==> config.mk <==
export PLATFORM = sky130hd
export DESIGN_NAME = acq_sequencer
export DESIGN_NICKNAME = d
export VERILOG_FILES = /design/src/rtl/acq_seq_pkg.sv /design/src/rtl/period_tick_gen.sv /design/src/rtl/chan_counter.sv /design/src/rtl/seq_fsm.sv /design/src/rtl/acq_sequencer.sv
export SDC_FILE = /design/constraint.sdc
export NUM_CORES = 1
export LEC_CHECK = 0
export CORE_MARGIN = 1.5
export CORE_UTILIZATION = 57
export DETAILED_ROUTE_END_ITERATION = 8
export GPL_ROUTABILITY_DRIVEN = 0
export PLACE_DENSITY = 0.78
export SYNTH_ARGS = -nofsm -noshare
export SYNTH_HDL_FRONTEND = slang
export SYNTH_SLANG_ARGS = --single-unit
==> constraint.sdc <==
create_clock -name clk -period 4 [get_ports clk]
set_input_delay 0.4 -clock clk [delete_from_list [all_inputs] [get_ports clk]]
set_output_delay 0.4 -clock clk [all_outputs]
set_load 0.02 [all_outputs]
==> src/rtl/acq_seq_pkg.sv <==
package acq_seq_pkg;
  typedef enum logic [3:0] {
    S_IDLE, S_START, S_WAIT, S_TMO, S_STORE, S_CMP, S_INC, S_CHK, S_DONE
  } seq_state_t;
endpackage

==> src/rtl/period_tick_gen.sv <==
module period_tick_gen #(
  parameter int DIV = 10000
) (
  input  logic clk,
  input  logic rst,
  output logic tick
);
  localparam int CNTW = (DIV > 1) ? $clog2(DIV) : 1;
  localparam logic [CNTW-1:0] LAST = CNTW'(DIV - 1);

  logic [CNTW-1:0] cnt;

  always_ff @(posedge clk) begin
    if (rst) begin
      cnt  <= '0;
      tick <= 1'b0;
    end else begin
      tick <= (cnt == LAST);
      cnt  <= (cnt == LAST) ? '0 : cnt + 1'b1;
    end
  end


  tick_single_chk: assert property (@(posedge clk) disable iff (rst)
    tick |=> !tick);
endmodule

==> src/rtl/chan_counter.sv <==
module chan_counter #(
  parameter int NUM_CH = 5,
  parameter int CW     = 3
) (
  input  logic          clk,
  input  logic          rst,
  input  logic          inc,
  input  logic          clr,
  output logic [CW-1:0] cnt
);
  always_ff @(posedge clk) begin
    if (rst || clr) cnt <= '0;
    else if (inc)   cnt <= cnt + 1'b1;
  end


  chan_step_chk: assert property (@(posedge clk) disable iff (rst)
    !$stable(cnt) |-> (cnt == $past(cnt) + 1'b1) || (cnt == '0));


  chan_range_chk: assert property (@(posedge clk) disable iff (rst)
    cnt <= CW'(NUM_CH));
endmodule

==> src/rtl/seq_fsm.sv <==
module seq_fsm
  import acq_seq_pkg::*;
#(
  parameter int NUM_CH = 5,
  parameter int CW     = 3
) (
  input  logic          clk,
  input  logic          rst,
  input  logic          tick,
  input  logic          adc_ready,
  input  logic [CW-1:0] chan,
  output logic          inc,
  output logic          clr,
  output logic          run_acq,
  output logic          store_en,
  output logic          cmp_en,
  output logic          acq_err
);
  seq_state_t state_q, state_d;

  always_comb begin
    state_d = state_q;
    unique case (state_q)
      S_IDLE:  if (tick) state_d = S_START;
      S_START: state_d = S_WAIT;
      S_WAIT: begin
        if (adc_ready) state_d = S_STORE;
        else if (tick) state_d = S_TMO;
      end
      S_TMO:   state_d = S_IDLE;
      S_STORE: state_d = S_CMP;
      S_CMP:   state_d = S_INC;
      S_INC:   state_d = S_CHK;
      S_CHK:   state_d = (chan < CW'(NUM_CH)) ? S_WAIT : S_DONE;
      S_DONE:  state_d = S_IDLE;
      default: state_d = S_IDLE;
    endcase
  end

  assign inc = (state_q == S_INC);
  assign clr = (state_q == S_TMO) || (state_q == S_DONE);

  always_ff @(posedge clk) begin
    if (rst) begin
      state_q  <= S_IDLE;
      run_acq  <= 1'b0;
      store_en <= 1'b0;
      cmp_en   <= 1'b0;
      acq_err  <= 1'b0;
    end else begin
      state_q  <= state_d;
      run_acq  <= (state_d == S_START) || (state_d == S_WAIT) ||
                  (state_d == S_STORE) || (state_d == S_CMP)  ||
                  (state_d == S_INC)   || (state_d == S_CHK);
      store_en <= (state_d == S_STORE);
      cmp_en   <= (state_d == S_CMP);
      acq_err  <= acq_err || (state_d == S_TMO);
    end
  end


  store_then_cmp_chk: assert property (@(posedge clk) disable iff (rst)
    store_en |=> cmp_en && !store_en);


  strobe_excl_chk: assert property (@(posedge clk) disable iff (rst)
    !(store_en && cmp_en));


  store_in_round_chk: assert property (@(posedge clk) disable iff (rst)
    store_en |-> run_acq);


  err_rise_stops_chk: assert property (@(posedge clk) disable iff (rst)
    $rose(acq_err) |-> !run_acq);


  err_sticky_chk: assert property (@(posedge clk) disable iff (rst)
    acq_err |=> acq_err);
endmodule

==> src/rtl/acq_sequencer.sv <==
module acq_sequencer #(
  parameter int CLK_HZ  = 50_000_000,
  parameter int RATE_HZ = 5000,
  parameter int NUM_CH  = 5
) (
  input  logic                        clk,
  input  logic                        rst,
  input  logic                        adc_ready,
  output logic                        run_acq,
  output logic                        store_en,
  output logic                        cmp_en,
  output logic [$clog2(NUM_CH+1)-1:0] chan_idx,
  output logic                        acq_err
);
  localparam int DIV = CLK_HZ / RATE_HZ;
  localparam int CW  = $clog2(NUM_CH + 1);

  logic tick, inc, clr;

  period_tick_gen #(.DIV(DIV)) u_tick (
    .clk (clk), .rst (rst), .tick (tick)
  );

  chan_counter #(.NUM_CH(NUM_CH), .CW(CW)) u_cnt (
    .clk (clk), .rst (rst), .inc (inc), .clr (clr), .cnt (chan_idx)
  );

  seq_fsm #(.NUM_CH(NUM_CH), .CW(CW)) u_fsm (
    .clk       (clk),
    .rst       (rst),
    .tick      (tick),
    .adc_ready (adc_ready),
    .chan      (chan_idx),
    .inc       (inc),
    .clr       (clr),
    .run_acq   (run_acq),
    .store_en  (store_en),
    .cmp_en    (cmp_en),
    .acq_err   (acq_err)
  );
endmodule

==> flow_summary.yaml <==
grt:
  grt_overflow: 0
  grt_start_max_net_pins: 15
  grt_usage_pct: 18.3
  grt_pass1_wl_um: 2830
  antenna_found_initial: 0
  grt_pass1_vias: 710
place:
  dpl-instance-area_mm2: 0.00121
  place_hpwl_um: 1340
  pre_cts_ws_ns: 2.08
  portBuffers: 9
layout:
  final_util_pct: 70.0
  nNetsFinal: 135
  syn_to_final_growth_pct: 12.3
  multiInputGateArea_um2: 558
  regArea_um2: 520
  drive_gt1_share_pct: 8.53
  design_area_mm2: 0.00125
  n_fill_cell: 150
  antenna_cells: 0
worst_setup_path:
  end_kind: "output pin"
  slowest_stage: "clkdlybuf4s50_1"
  crit_family: "buffers and inverters"
  crit_path_max_fanout: 4
  r2r-end: "u_tick.cnt[7]"
  crit_path_end: "chan_idx[0]"
  path_class: "flip-flop to output pin"
  arrival_ns: 1.36
  reg2reg_slack_ns: 2.46
  slowest_delay_ns: 0.63
  r2r-start: "u_tick.cnt[0]"
  cp.depth: 1
  reg2regPathDepth: 5
  startpoint: "u_cnt.cnt[0]"
  start_kind: "flip-flop"
  cp_cell_sequence: "clkdlybuf4s50_1"
  path_buf_inv: 1
  worstPathRequired_ns: 3.60
cts:
  post_cts_buffers: 0
  clock-sinks: 26
  cts_tree: "yes"
  path_clk_slew_ns: 0.13
  cts_buffer_depth: 2
  cts_hold_buf: 0
  cts_buffers: 3
  cts_max_level: 1
  clk_latency_ns: 0.31
  cts_resized: 0
  clockRootBuffer: "clkbuf_4"
synth:
  synth.distinct_cells: 36
  syn_avg_cell_area_um2: 9.35
  seq_area_frac_synth_pct: 46.8
  synthesis.area_mm2: 0.00111
  syn-num-nets: 124
  yosys_register_bits: 26
  ys_warn_count: 0
  synth_cells: 119
routing:
  drt-total-wl_um: 1800
  first_iter_violations: 10
  vias: 831
  antenna_left: 0
  vias_per_cell: 5.40
  wire_per_inst_um: 11.7
  drtPass1Iterations: 4
  drc: 0
sta:
  slew_headroom_pct: 69.0
  fin_setup_tns_ns: 0
  final.period_utilization_pct: 44.0
  fin_hold_ws_ns: 0.459
  fmax_ghz: 0.568
  worst_pin_slew_ns: 0.465
  fin_ws_ns: 2.24
  fin_crit_ns: 1.76
  grt_setup_unrepaired: "no"
  slew_viol_final: 0
  fin_skew_ns: 0.00259
  setup_viol: 0
  finalHoldViolations: 0
floorplanning:
  die-area_mm2: 0.00223
  rows: 15
  die_h_um: 47.2
  core_mm2: 0.00178
  die_width_um: 47.2
  start_util_pct: 62.4
  ios: 10
status:
  outcome: "finished, final reports clean"
flow_run:
  cap_viol_max_count: 0
pwr:
  ir_drop_mv: 0.271
  leakagePower_nw: 0.423
  power_density_mw_per_mm2: 323
worst_hold_path:
  hold_path.class: "flip-flop to flip-flop"
## layout make-up
type                    count  area share [%]
clock buffers               4            2.91
well taps                  25            2.51
repair buffers              9            7.21
inverters                   3            1.00
flip-flops and latches     26            41.7
multi-input cells          87            44.7
## cell usage in the layout (no fill, tap or decap), types with 3 or more instances in the layout
master           synthesis  routed
clkbuf_4                 0       3
nor3_1                   6       6
xor2_1                   3       3
nand4_1                  4       4
xnor2_1                 11      11
nor2_1                  27      27
dfxtp_1                 26      26
nand2_1                  3       3
clkdlybuf4s50_1          0       9
nand3_1                  4       4
## state kept, by name, summed over array words and instances, names as in the netlist
register / count
u_fsm.acq_err: 1
u_fsm.run_acq: 1
u_tick.cnt: 14
u_tick.tick: 1
u_fsm.state_q: 4
u_cnt.cnt: 3
u_fsm.store_en: 1
u_fsm.cmp_en: 1
## through the flow
stage / power, mW / std cells
3_5_place_dp: 0.281 / 150
2_1_floorplan: 0.277 / 119
3_3_place_gp: 0.280 / 150
4_1_cts: 0.406 / 154
5_1_grt: 0.418 / 154
6_report: 0.403 / 154
## worst min-delay path by stage
stage	startpoint	endpoint	depth (start not counted)
2_1_floorplan	u_tick.cnt[0]	u_tick.cnt[0]	1
4_1_cts	u_tick.cnt[0]	u_tick.cnt[0]	1
3_5_place_dp	u_tick.cnt[0]	u_tick.cnt[0]	1
5_1_grt	u_tick.cnt[0]	u_tick.cnt[0]	1
3_3_place_gp	u_tick.cnt[0]	u_tick.cnt[0]	1
6_report	u_tick.cnt[0]	u_tick.cnt[0]	1
## per-layer routing
layer  vias to the layer above  wire (um)  part of all wire [%]  track usage [%]
li1                        436          -                     -                -
met1                       384        812                    45             18.6
met2                         7        916                    51             34.5
met3                         4         29                   1.6             3.46
met4                         0         40                   2.2             10.0
met5                         -          0                     0                0
## synth_stat cells
master / count / area (um^2)
a2111o_1: 1 / 11.3
a211oi_2: 1 / 12.5
a21boi_0: 1 / 7.51
a21oi_1: 1 / 5.00
a21oi_2: 1 / 8.76
a41oi_1: 1 / 8.76
and3_1: 2 / 12.5
buf_2: 1 / 5.00
buf_6: 1 / 11.3
clkbuf_2: 1 / 5.00
clkinv_2: 1 / 5.00
dfxtp_1: 26 / 521
ha_1: 2 / 25.0
inv_1: 2 / 7.51
mux2i_1: 1 / 10.0
nand2_1: 3 / 11.3
nand2b_1: 1 / 6.26
nand3_1: 4 / 20.0
nand4_1: 4 / 25.0
nand4_2: 1 / 12.5
nand4b_1: 1 / 8.76
nor2_1: 27 / 101
nor2_2: 1 / 6.26
nor2b_1: 1 / 6.26
nor3_1: 6 / 30.0
nor3b_1: 2 / 15.0
nor4_1: 2 / 12.5
nor4_2: 2 / 25.0
nor4b_1: 2 / 17.5
o21ai_1: 1 / 5.00
o21bai_1: 1 / 7.51
o22ai_1: 1 / 6.26
o311a_1: 1 / 10.0
or2b_1: 1 / 7.51
xnor2_1: 11 / 96.3
xor2_1: 3 / 26.3
## cell families after synthesis
family                     after synthesis  synth area share, %
and+or+nand+nor                         60                 28.6
DFF                                     26                 46.8
xor gates and xnor gates                14                 11.0
AOI/OAI and AO/OA                       10                 7.42
buffers and inverters                    6                 3.04
adders and majority gates                2                 2.25
muxes                                    1                0.900
## report_power, final
part           internal [mW]  switching, mW
combinational        0.00493        0.00666
sequential             0.262        0.00185
clock                 0.0556         0.0726
Power figures use the tool's default switching activity.
